$ cat config.mk
export PLATFORM = sky130hd
export DESIGN_NAME = lru_assoc_cache
export DESIGN_NICKNAME = d
export VERILOG_FILES = /design/src/rtl/lru_cache_pkg.sv /design/src/rtl/lru_tag_match.sv /design/src/rtl/lru_victim_pick.sv /design/src/rtl/lru_rank_update.sv /design/src/rtl/lru_assoc_cache.sv
export SDC_FILE = /design/constraint.sdc
export NUM_CORES = 1
export LEC_CHECK = 0
export BUFFER_PORTS_ARGS = -buffer_cell sky130_fd_sc_hd__buf_2
export CORE_MARGIN = 3
export CORE_UTILIZATION = 35
export DETAILED_ROUTE_END_ITERATION = 12
export PLACE_DENSITY = 0.63
export SLEW_MARGIN = 20
export SYNTH_ARGS = -nofsm -noshare
export SYNTH_HDL_FRONTEND = slang
export SYNTH_SLANG_ARGS = --single-unit
$ cat constraint.sdc
create_clock -name clk -period 4.6 [get_ports clk]
set_clock_uncertainty 0.05 [all_clocks]
set_input_delay 1.38 -clock clk [delete_from_list [all_inputs] [get_ports clk]]
set_output_delay 1.38 -clock clk [all_outputs]
set_load 0.1 [all_outputs]
$ cat src/rtl/lru_cache_pkg.sv
package lru_cache_pkg;

    typedef enum logic [0:0] {
        ST_LOOKUP = 1'b0,
        ST_FILL   = 1'b1
    } cache_state_e;

endpackage

$ cat src/rtl/lru_tag_match.sv
module lru_tag_match #(
    parameter int N  = 4,
    parameter int AW = 16,
    localparam int IW = $clog2(N)
) (
    input  logic [AW-1:0]        lookup_addr,
    input  logic [N-1:0]         line_valid,
    input  logic [N-1:0][AW-1:0] line_tag,
    output logic [N-1:0]         hit_vec,
    output logic                 any_hit,
    output logic [IW-1:0]        hit_idx
);

    // one comparator per line, all in parallel
    for (genvar g = 0; g < N; g++) begin : g_cmp
        assign hit_vec[g] = line_valid[g] && (line_tag[g] == lookup_addr);
    end

    assign any_hit = |hit_vec;

    always_comb begin
        hit_idx = '0;
        for (int i = 0; i < N; i++) begin
            if (hit_vec[i]) begin
                hit_idx = IW'(i);
            end
        end
    end

endmodule

$ cat src/rtl/lru_victim_pick.sv
module lru_victim_pick #(
    parameter int N = 4,
    localparam int IW = $clog2(N)
) (
    input  logic [N-1:0]         line_valid,
    input  logic [N-1:0][IW-1:0] line_rank,
    output logic [IW-1:0]        victim_idx
);

    logic free_found;

    // lowest-numbered free line first, otherwise the rank-0 line
    always_comb begin
        victim_idx = '0;
        free_found = 1'b0;
        for (int i = 0; i < N; i++) begin
            if (!line_valid[i] && !free_found) begin
                victim_idx = IW'(i);
                free_found = 1'b1;
            end
        end
        if (!free_found) begin
            for (int i = 0; i < N; i++) begin
                if (line_rank[i] == '0) begin
                    victim_idx = IW'(i);
                end
            end
        end
    end

endmodule

$ cat src/rtl/lru_rank_update.sv
module lru_rank_update #(
    parameter int N = 4,
    localparam int IW = $clog2(N)
) (
    input  logic [N-1:0][IW-1:0] line_rank,
    input  logic [IW-1:0]        touch_idx,
    output logic [N-1:0][IW-1:0] rank_next
);

    localparam logic [IW-1:0] RANK_TOP = IW'(N - 1);

    logic [IW-1:0] touched_old;

    assign touched_old = line_rank[touch_idx];

    for (genvar g = 0; g < N; g++) begin : g_rank
        always_comb begin
            if (touch_idx == IW'(g)) begin
                rank_next[g] = RANK_TOP;
            end else if (line_rank[g] > touched_old) begin
                rank_next[g] = line_rank[g] - IW'(1);
            end else begin
                rank_next[g] = line_rank[g];
            end
        end
    end

endmodule

$ cat src/rtl/lru_assoc_cache.sv
module lru_assoc_cache
    import lru_cache_pkg::*;
#(
    parameter int N  = 4,
    parameter int AW = 16,
    parameter int DW = 16
) (
    input  logic          clk,
    input  logic          rst_n,
    input  logic          cpu_req,
    input  logic [AW-1:0] cpu_addr,
    output logic          cpu_ready,
    output logic [DW-1:0] cpu_rdata,
    output logic          mem_req,
    output logic [AW-1:0] mem_addr,
    input  logic          mem_ack,
    input  logic [DW-1:0] mem_rdata
);

    localparam int IW = $clog2(N);

    // line storage
    logic [N-1:0]         line_valid;
    logic [N-1:0][AW-1:0] line_tag;
    logic [N-1:0][DW-1:0] line_data;
    logic [N-1:0][IW-1:0] line_rank;
    logic [N-1:0][IW-1:0] rank_next;

    // control
    cache_state_e  state, state_nx;
    logic [AW-1:0] fill_addr;
    logic          in_fill;
    logic [N-1:0]  hit_vec;
    logic          any_hit;
    logic [IW-1:0] hit_idx;
    logic [IW-1:0] victim_idx;
    logic          lookup_hit;
    logic          miss_start;
    logic          fill_done;
    logic          touch_en;
    logic [IW-1:0] touch_idx;

    lru_tag_match #(.N(N), .AW(AW)) u_match (
        .lookup_addr (cpu_addr),
        .line_valid  (line_valid),
        .line_tag    (line_tag),
        .hit_vec     (hit_vec),
        .any_hit     (any_hit),
        .hit_idx     (hit_idx)
    );

    lru_victim_pick #(.N(N)) u_victim (
        .line_valid (line_valid),
        .line_rank  (line_rank),
        .victim_idx (victim_idx)
    );

    lru_rank_update #(.N(N)) u_rank (
        .line_rank (line_rank),
        .touch_idx (touch_idx),
        .rank_next (rank_next)
    );

    assign in_fill    = (state == ST_FILL);
    assign lookup_hit = !in_fill && cpu_req && any_hit;
    assign miss_start = !in_fill && cpu_req && !any_hit;
    assign fill_done  = in_fill && mem_ack;
    assign touch_en   = lookup_hit || fill_done;
    assign touch_idx  = fill_done ? victim_idx : hit_idx;
    assign mem_addr   = fill_addr;

    // state register
    always_ff @(posedge clk or negedge rst_n) begin
        if (!rst_n) begin
            state <= ST_LOOKUP;
        end else begin
            state <= state_nx;
        end
    end

    // transitions
    always_comb begin
        state_nx = state;
        unique case (state)
            ST_LOOKUP: if (miss_start) state_nx = ST_FILL;
            ST_FILL:   if (mem_ack)    state_nx = ST_LOOKUP;
        endcase
    end

    // outputs
    always_comb begin
        cpu_ready = 1'b0;
        cpu_rdata = '0;
        mem_req   = 1'b0;
        unique case (state)
            ST_LOOKUP: begin
                if (cpu_req && any_hit) begin
                    cpu_ready = 1'b1;
                    cpu_rdata = line_data[hit_idx];
                end
            end
            ST_FILL: begin
                mem_req = 1'b1;
                if (mem_ack) begin
                    cpu_ready = 1'b1;
                    cpu_rdata = mem_rdata;
                end
            end
        endcase
    end

    // line storage and recency ranks
    always_ff @(posedge clk or negedge rst_n) begin
        if (!rst_n) begin
            fill_addr  <= '0;
            line_valid <= '0;
            line_tag   <= '0;
            line_data  <= '0;
            for (int i = 0; i < N; i++) begin
                line_rank[i] <= IW'(i);
            end
        end else begin
            if (miss_start) begin
                fill_addr <= cpu_addr;
            end
            if (touch_en) begin
                line_rank <= rank_next;
            end
            if (fill_done) begin
                line_valid[victim_idx] <= 1'b1;
                line_tag[victim_idx]   <= fill_addr;
                line_data[victim_idx]  <= mem_rdata;
            end
        end
    end

endmodule

==> flow_summary.toml, run 1 <==
[status]
status = "finished, violations left"
violations = "setup timing"

[setup_path]
end_kind = "primary output"
ff2ff_setup_slack_ps = 790
critPathKind = "input port to primary output"
required_ps = 3170
start_kind = "input port"
path_max_fanout = 8
cp.arrival_ps = 3520

[timing]
final-hold-violation-count = 0
min_period_ps = 4950
timing.final.crit_share_pct = 108
worstMarginPinSlew_ps = 989
slew-limit-headroom_pct = 34.0
slew_viol_final = 0
post-route-worst-setup-slack_ps = -351
grt_setup_unrepaired = "yes"
hold_ws_ps = 456
max_freq_mhz = 202
setup_viol_count_final = 17

[pwr]
powerDensity_nw_per_um2 = 624
total_leakage_power_nw = 4.83
peakVddDrop_uv = 328

[placed_design]
post-place-ws_ps = -398
place_hpwl_mm = 13.6
io_buffers = 69
place_congestion = 0.817
dp_cells = 1057
dpl-instance-area_um2 = 9850

[drt]
drc = 0
wl_per_cell_um = 18.3
via_count = 5657
first_pass_iters = 4
viasPerCell = 5.14
first_iter_violations = 280
wl_mm = 20.2
route.antenna.remaining_nets = 0

[clock_tree]
htreeDepth = 4
cts-root-buf = "clkbuf_16"
clk_latency_ps = 420
clock-sinks = 157
clk_pin_slew_ps = 70
clock_path_buffers = 2
hold_buffers = 0
cts_tree = "yes"
cts_buffers = 17

[floorplanning]
die_area_um2 = 24800
die_w_um = 157
row_count = 54
coreArea_um2 = 22200
die_y_um = 157
initial_core_util_pct = 36.2
io_pins = 70

[cells_and_area]
n_antenna_cell = 0
final_cell_area_um2 = 11200
syn_to_final_growth_pct = 39.8
nets = 851
drive_gt1_share_pct = 57.8
final_cells = 1100
nFillCells = 1894

[global_routing]
grt_max_degree = 75
grt.total_usage_pct = 16.6
grt_first_pass_wirelength_mm = 31.7
antenna_found_initial = 0
grt_pass1_vias = 5833
overflow = 0

[logic_synthesis]
synth.area.top_cells = "dfrtp_1 (48%), mux2_2 (21%), mux2i_1 (4.5%)"
synth_edf_count = 0
yosysUniqueCellTypes = 53
avgSynthCellArea_um2 = 12.0
synth-main-ff-cell = "dfrtp_1"
async_flop_share_pct = 100
syn_inst = 667
ys_seq_elements = 157
synth_warnings = 0
synth.cell_area_um2 = 8020
synth_top_cell_by_area = "dfrtp_1"
ys_seq_area_share_pct = 49.0
syn_nets = 711
synth_top_area_share_pct = 47.7

[hold_path]
hp-class = "flop to flop"

[run]
maxCapViolCount = 0
## logic make-up after synthesis
| logic type | count (synthesis) | share of synthesized area, % |
|---|---|---|
| flops | 157 | 49.0 |
| xor+xnor | 64 | 7.08 |
| buf+inv | 56 | 3.14 |
| fa+ha+maj | 8 | 1.25 |
| mux | 185 | 25.5 |
| compound gates | 68 | 5.60 |
| simple gates | 129 | 8.42 |
## synthesized netlist by cell type (all sizes together), types with 2 or more instances
library cell    n
nor3           11
clkbuf         31
inv            15
dfstp           4
nand3          10
or4             7
buf            10
dfrtp         153
xnor2          25
a211oi          8
nand2b          4
o21ai          18
or2             4
o22ai           3
a31oi           2
mux2          149
or3             2
mux2i          36
nor4           12
and3            2
nor2           30
nand2          30
a21oi          25
and2            3
nand4           8
o211ai          2
o41ai           2
ha              8
o211a           3
xor2           39
## routing by layer
metal | GRT usage (%) | share of wire (%)
met5 | 0 | 0
met4 | 5.58 | 1.9
met3 | 3.41 | 3.7
met2 | 28.3 | 51
met1 | 21.0 | 43
## where the power goes
group          switching (mW)  internal [mW]  leakage [nW]  total, mW
logic                    1.54           1.56          2.71       3.10
registers               0.511           2.04          1.85       2.55
clock network           0.626          0.711         0.268       1.34
total                    2.68           4.31          4.83       6.99
## registers in the layout, summed over array words and instances (netlist names)
| signal | count |
|---|---|
| line_tag | 64 |
| line_valid | 4 |
| mem_addr | 16 |
| line_data | 64 |
| line_rank | 8 |
| in_fill | 1 |
## layout by cell type (no fill, tap or decap), types with 5 or more instances in the layout
cell type	n
a211oi_1	5
a21oi_1	10
a21oi_2	11
buf_12	31
buf_2	40
buf_4	72
buf_6	15
clkbuf_16	19
dfrtp_1	153
ha_1	8
inv_1	12
mux2_2	147
mux2i_1	22
mux2i_2	12
nand2_1	29
nand3_1	6
nand4_1	8
nor2_1	22
nor3_1	6
nor4_1	6
o21ai_4	16
or4_4	7
xnor2_1	12
xnor2_2	12
xor2_1	19
xor2_2	16
## critical path: stages
cell and delay [ps]:
buf_8 110, buf_6 110, xor2_2 170, or4_4 500, nor3_4 230, nand2_4 130
buf_12 180, nor2_1 120, a21oi_2 40, mux2i_1 160, buf_4 150, o21ai_4 60
buf_12 160
## stage by stage
stage                     setup TNS (ps)  utilization (%)  power [mW]
after floorplan                    -6220                -        4.47
after global placement             -7040             44.5        5.26
after detailed placement           -7350             44.5        5.35
after CTS                          -4750             48.5        6.83
after global routing               -7070             50.6        7.42
final                              -5290             50.6        6.99
## what timing repair did
| item | 4_1_cts | 5_1_grt |
|---|---|---|
| setup buffers | 5 | 6 |
| gates cloned | 1 | 2 |
| endpoints found under the setup margin | 17 | 17 |
| resized for setup | 56 | 74 |
| pin swaps | 15 | 25 |
## path summary, 6_finish.rpt
kind	start	end	cells after the start
max in group asynchronous	rst_n	line_rank[2]$_DFFE_PN1P_	2
worst max register to register	line_tag[44]$_DFFE_PN0P_	line_rank[6]$_DFFE_PN1P_	15
worst min-delay path	line_data[18]$_DFFE_PN0P_	line_data[18]$_DFFE_PN0P_	1
min in group asynchronous	rst_n	line_data[56]$_DFFE_PN0P_	1
worst max-delay path	cpu_addr[5]	cpu_rdata[7]	13
worst min register to register	line_data[18]$_DFFE_PN0P_	line_data[18]$_DFFE_PN0P_	1
## final cells by class
type                       instances  area [um^2]  share of cell area (%)
multi-input combinational        455         4710                    42.0
sequential                       157         3930                    35.1
timing repair buffer             161         1600                    14.2
clock buffer                      18          429                    3.83
tap                              280          350                    3.13
clock inverter                    14          129                    1.15
inverter                          15         62.6                   0.558
Power figures use the tool's default switching activity.
==> run 2: changes to the inputs <==
Settings changed: GPL_TIMING_DRIVEN from default to 0, PLACE_DENSITY 0.63 to default, PLACE_DENSITY_LB_ADDON from default to 0.25.
==> flow_summary.toml, run 2 (synthesis results as in run 1) <==
[status]
status = "finished, violations left"
violations = "setup timing"

[floorplanning]
die_y_um = 157
row_count = 54
io_pins = 70
coreArea_um2 = 22200
die_area_um2 = 24800
die_w_um = 157
initial_core_util_pct = 36.2

[cells_and_area]
final_cell_area_um2 = 10900
nets = 805
drive_gt1_share_pct = 53.5
nFillCells = 1909
final_common_cell = "dfrtp_1"
multi_input_area_um2 = 4700
n_antenna_cell = 0
syn_to_final_growth_pct = 35.6
mostFrequentLayoutCells = "dfrtp_1 (153), mux2_2 (147), buf_2 (37)"
seqCellArea_um2 = 3930
final_cells = 1054

[timing]
min_period_ps = 4960
slew_viol_final = 0
setup_viol_count_final = 17
grt_setup_unrepaired = "yes"
final-hold-violation-count = 0
setup_tns_ps = -5370
post-route-worst-setup-slack_ps = -358
timing.final.crit_share_pct = 108
hold_ws_ps = 461
worstMarginPinSlew_ps = 871
slew-limit-headroom_pct = 41.9
max_freq_mhz = 202

[drt]
wl_mm = 20.9
first_iter_violations = 371
viasPerCell = 5.31
via_count = 5600
first_pass_iters = 4
drc = 0
route.antenna.remaining_nets = 0
wl_per_cell_um = 19.8

[global_routing]
grt_max_degree = 87
antenna_found_initial = 0
grt.total_usage_pct = 17.4
overflow = 0
grt_first_pass_wirelength_mm = 33.3
grt_pass1_vias = 6072

[clock_tree]
hold_buffers = 0
cts-root-buf = "clkbuf_16"
cts_tree = "yes"
htreeDepth = 4
cts_buffers = 17
clock-sinks = 157
clk_pin_slew_ps = 60
clock_path_buffers = 2
clk_latency_ps = 430

[pwr]
p_int_mw = 4.23
p_total_mw = 6.90
powerDensity_nw_per_um2 = 635
clockPowerShare_pct = 20.4
total_leakage_power_nw = 4.53
comb_power_share_pct = 42.3
peakVddDrop_uv = 338
p_seq_share_pct = 37.4
swShare_pct = 38.7
p_sw_mw = 2.67

[setup_path]
end_kind = "primary output"
cp.arrival_ps = 3530
critPathKind = "input port to primary output"
start_kind = "input port"
path_max_fanout = 5
required_ps = 3170

[run]
maxCapViolCount = 0

[placed_design]
dpl-instance-area_um2 = 9100
place_congestion = 0.824
place_hpwl_mm = 14.2
dp_cells = 1001
io_buffers = 53

[hold_path]
hp-class = "flop to flop"
[run 2: cell count changes in the layout (fill, tap and decap cells not counted), sizes merged]
cell | previous run | this run
or2 | 5 | 4
bufinv | 0 | 1
clkbuf | 20 | 47
buf | 159 | 87
clkinv | 6 | 0
clkinvlp | 3 | 5
inv | 20 | 23
[run 2: cell type report]
cell class | instances | area share (%)
Clock buffer | 18 | 4.04
Inverter | 15 | 0.575
Tap cell | 280 | 3.22
Buffer | 39 | 3.92
Timing Repair Buffer | 77 | 7.48
Multi-Input combinational cell | 454 | 43.2
Sequential cell | 157 | 36.2
Clock inverter | 14 | 1.37
[run 2: final timing paths]
path | start | to | slack [ps] | cells past startpoint
min in group asynchronous | rst_n | mem_addr[5]$_DFFE_PN0P_ | 870 | 1
hold reg to reg | line_data[26]$_DFFE_PN0P_ | line_data[26]$_DFFE_PN0P_ | 460 | 1
hold / removal | line_data[26]$_DFFE_PN0P_ | line_data[26]$_DFFE_PN0P_ | 460 | 1
max in group asynchronous | rst_n | line_rank[6]$_DFFE_PN1P_ | 2780 | 2
setup / recovery | cpu_addr[6] | cpu_rdata[9] | -360 | 11
setup reg to reg | line_tag[43]$_DFFE_PN0P_ | line_rank[1]$_DFFE_PN0P_ | 700 | 13
[run 2: routing by layer]
layer  part of all wire, %  vias up  routed length, um  track usage (%)
met5                     0        -                  0                0
met4                   1.8        0                384             5.58
met3                   3.6       30                760             3.93
met2                    50      117              10500             29.3
met1                    44     2890               9260             22.4
li1                      -     2563                  -                -
[run 2: power by group through the flow]
stage	clock, mW	combinational, mW	sequential, mW
after floorplan	0	1.85	2.62
after global placement	0	2.52	2.44
after detailed placement	0	2.61	2.50
after CTS	1.44	2.79	2.53
after global routing	1.51	3.14	2.68
final	1.41	2.92	2.58
[run 2: repair_timing]
action / CTS / global route
buffers inserted: 8 / 11
setup endpoints to repair: 17 / 22
pin swaps: 31 / 27
gates cloned: 4 / 0
resized for setup: 149 / 59
[run 2: metrics by stage]
stage / worst slack (ps) / utilization [%]
floorplan: -472 / -
CTS: -322 / 47.4
finish: -358 / 49.1
global route: -402 / 49.1
global placement: -995 / 40.9
detailed placement: -1000 / 41.1
[run 2: critical path: stages]
cell	delay, ps
clkbuf_16	140
xor2_4	150
nor4_4	330
nand3_2	180
or2_4	340
clkbuf_16	190
mux2i_4	180
a21oi_2	140
mux2i_2	110
o21ai_4	170
buf_12	190
==> run 3: changes to the inputs <==
Settings changed: SYNTH_HIERARCHICAL from default to 1.
==> flow_summary.toml, run 3 <==
[placed_design]
place_congestion = 0.824
dp_cells = 927
io_buffers = 69
dpl-instance-area_um2 = 8810
place_hpwl_mm = 13.0

[floorplanning]
row_count = 54
die_area_um2 = 24300
die_w_um = 156
initial_core_util_pct = 35.8
io_pins = 70
coreArea_um2 = 22000
die_y_um = 156

[setup_path]
start_kind = "input port"
path_max_fanout = 5
r2r-start = "line_tag[58]$_DFFE_PN0P_"
end_kind = "primary output"
r2r_end = "line_rank[7]$_DFFE_PN1P_"
cp.arrival_ps = 3930
rr_worst_depth = 20
ff2ff_setup_slack_ps = 290
required_ps = 3170
critPathKind = "input port to primary output"

[cells_and_area]
fin_util_pct = 46.6
final_cells = 973
n_antenna_cell = 0
drive_gt1_share_pct = 55.0
nFillCells = 1896
syn_to_final_growth_pct = 30.0
mostFrequentLayoutCells = "dfrtp_1 (153), mux2_2 (128), buf_2 (50)"
final_cell_area_um2 = 10200
final_common_cell = "dfrtp_1"
nets = 724

[pwr]
peakVddDrop_uv = 351
p_int_mw = 4.33
clockPowerShare_pct = 20.8
swShare_pct = 36.1
total_leakage_power_nw = 4.37
p_sw_mw = 2.45
powerDensity_nw_per_um2 = 663
comb_power_share_pct = 41.4
p_seq_share_pct = 37.8

[drt]
wl_per_cell_um = 19.7
first_pass_iters = 4
drc = 0
route.antenna.remaining_nets = 0
wl_mm = 19.2
first_iter_violations = 210
viasPerCell = 5.13
via_count = 4992

[clock_tree]
hold_buffers = 0
clock-sinks = 157
clk_latency_ps = 440
htreeDepth = 4
cts_tree = "yes"
clk_pin_slew_ps = 70
clock_path_buffers = 2
cts-root-buf = "clkbuf_16"
cts_buffers = 17

[global_routing]
grt.total_usage_pct = 16.2
grt_pass1_vias = 5409
grt_first_pass_wirelength_mm = 30.4
overflow = 0
grt_max_degree = 82
antenna_found_initial = 0

[timing]
grt_setup_unrepaired = "yes"
max_freq_mhz = 187
timing.final.crit_share_pct = 116
slew_viol_final = 0
final-hold-violation-count = 0
setup_viol_count_final = 25
post-route-worst-setup-slack_ps = -755
slew-limit-headroom_pct = 45.8
min_period_ps = 5360
setup_tns_ps = -12690
hold_ws_ps = 449
worstMarginPinSlew_ps = 809

[hold_path]
holdPathEnd = "line_data[6]$_DFFE_PN0P_"
hp-class = "flop to flop"
worstHoldPathCells = 1
hold_start = "line_data[6]$_DFFE_PN0P_"

[status]
violations = "setup timing"
status = "finished, violations left"

[logic_synthesis]
synth_top_area_share_pct = 48.7
syn_nets = 621
avgSynthCellArea_um2 = 13.6
synth.top_cells.by_count = "dfrtp_1 (153), mux2_2 (138), xnor2_1 (52), mux2_4 (29), nand2_1 (25)"
async_flop_share_pct = 100
synth_warnings = 6
synth.area.top_cells = "dfrtp_1 (49%), mux2_2 (20%), xnor2_1 (5.8%)"
synth.cell_area_um2 = 7870
yosysMostFrequentCell = "dfrtp_1"
yosysUniqueCellTypes = 48
synth_edf_count = 0
synth_top_cell_by_area = "dfrtp_1"
ys_seq_elements = 157
synth-main-ff-cell = "dfrtp_1"
ys_seq_area_share_pct = 50.0
syn_inst = 577

[run]
maxCapViolCount = 0
## run 3: final cells by class
class	count	area, um^2	area share, %
Buffer	24	250	2.45
Clock buffer	17	425	4.16
Clock inverter	15	163	1.59
Inverter	7	28.8	0.282
Multi-Input combinational cell	381	4190	40.9
Sequential cell	157	3930	38.5
Tap cell	280	350	3.43
Timing Repair Buffer	92	886	8.67
## run 3: worst max-delay path: stages
cell and delay [ps]:
buf_12 120, xor2_4 150, nor4_4 330, nand4_1 190, nor4_4 300, o21bai_4 190, buf_8 140, buf_12 110
buf_12 110, mux2_2 340, a221o_4 380, buf_12 170
## run 3: metal layers
metal  vias up  global-route usage [%]  share of wire, %
met1      2600                    20.6                43
met5         -                       0                 0
met3        22                    3.02               3.2
met2        86                    28.5                52
met4         0                    4.29               1.2
li1       2284                       -                 -
## run 3: worst max path at each step
stage                    endpoint  cells after the start         start  slack, ps
finish              cpu_rdata[11]                     12  cpu_addr[10]       -760
global route         cpu_rdata[6]                     12  cpu_addr[10]       -810
CTS                  cpu_rdata[6]                     12  cpu_addr[10]       -710
detailed placement  cpu_rdata[14]                     13   cpu_addr[3]      -1280
global placement    cpu_rdata[10]                     11   cpu_addr[3]      -1260
floorplan           cpu_rdata[14]                     10   cpu_addr[6]       -380
## run 3: repair_timing
item / in CTS / in global routing
pin swaps: 22 / 19
gates cloned: 1 / 0
endpoints found under the setup margin: 25 / 25
gates resized for setup: 124 / 35
setup buffers: 10 / 12
hold endpoints to repair: 0 / 0
## run 3: cell families (layout without fill, tap and decap cells)
logic type                 count (synthesis)  count (layout)  share of synthesized area (%)
and+or+nand+nor                           88              88                           6.97
muxes                                    186             186                           28.1
xor gates and xnor gates                  68              68                           7.57
adders and majority gates                  8               8                           1.27
DFF                                      157             157                           50.0
AOI/OAI and AO/OA                         31              31                           3.34
buffers and inverters                     39             155                           2.75
## run 3: through the flow
step                worst slack (ps)  power, mW
global route                    -812       7.17
detailed placement             -1280       5.16
floorplan                       -379       4.53
finish                          -755       6.77
CTS                             -709       6.74
global placement               -1260       5.01
## run 3: power by group through the flow
stage                     registers (mW)  clock network [mW]  logic [mW]
after floorplan                     2.64                   0        1.89
after global placement              2.47                   0        2.53
after detailed placement            2.52                   0        2.64
after CTS                           2.54                1.44        2.77
after global routing                2.65                1.51        3.01
final                               2.56                1.41        2.81
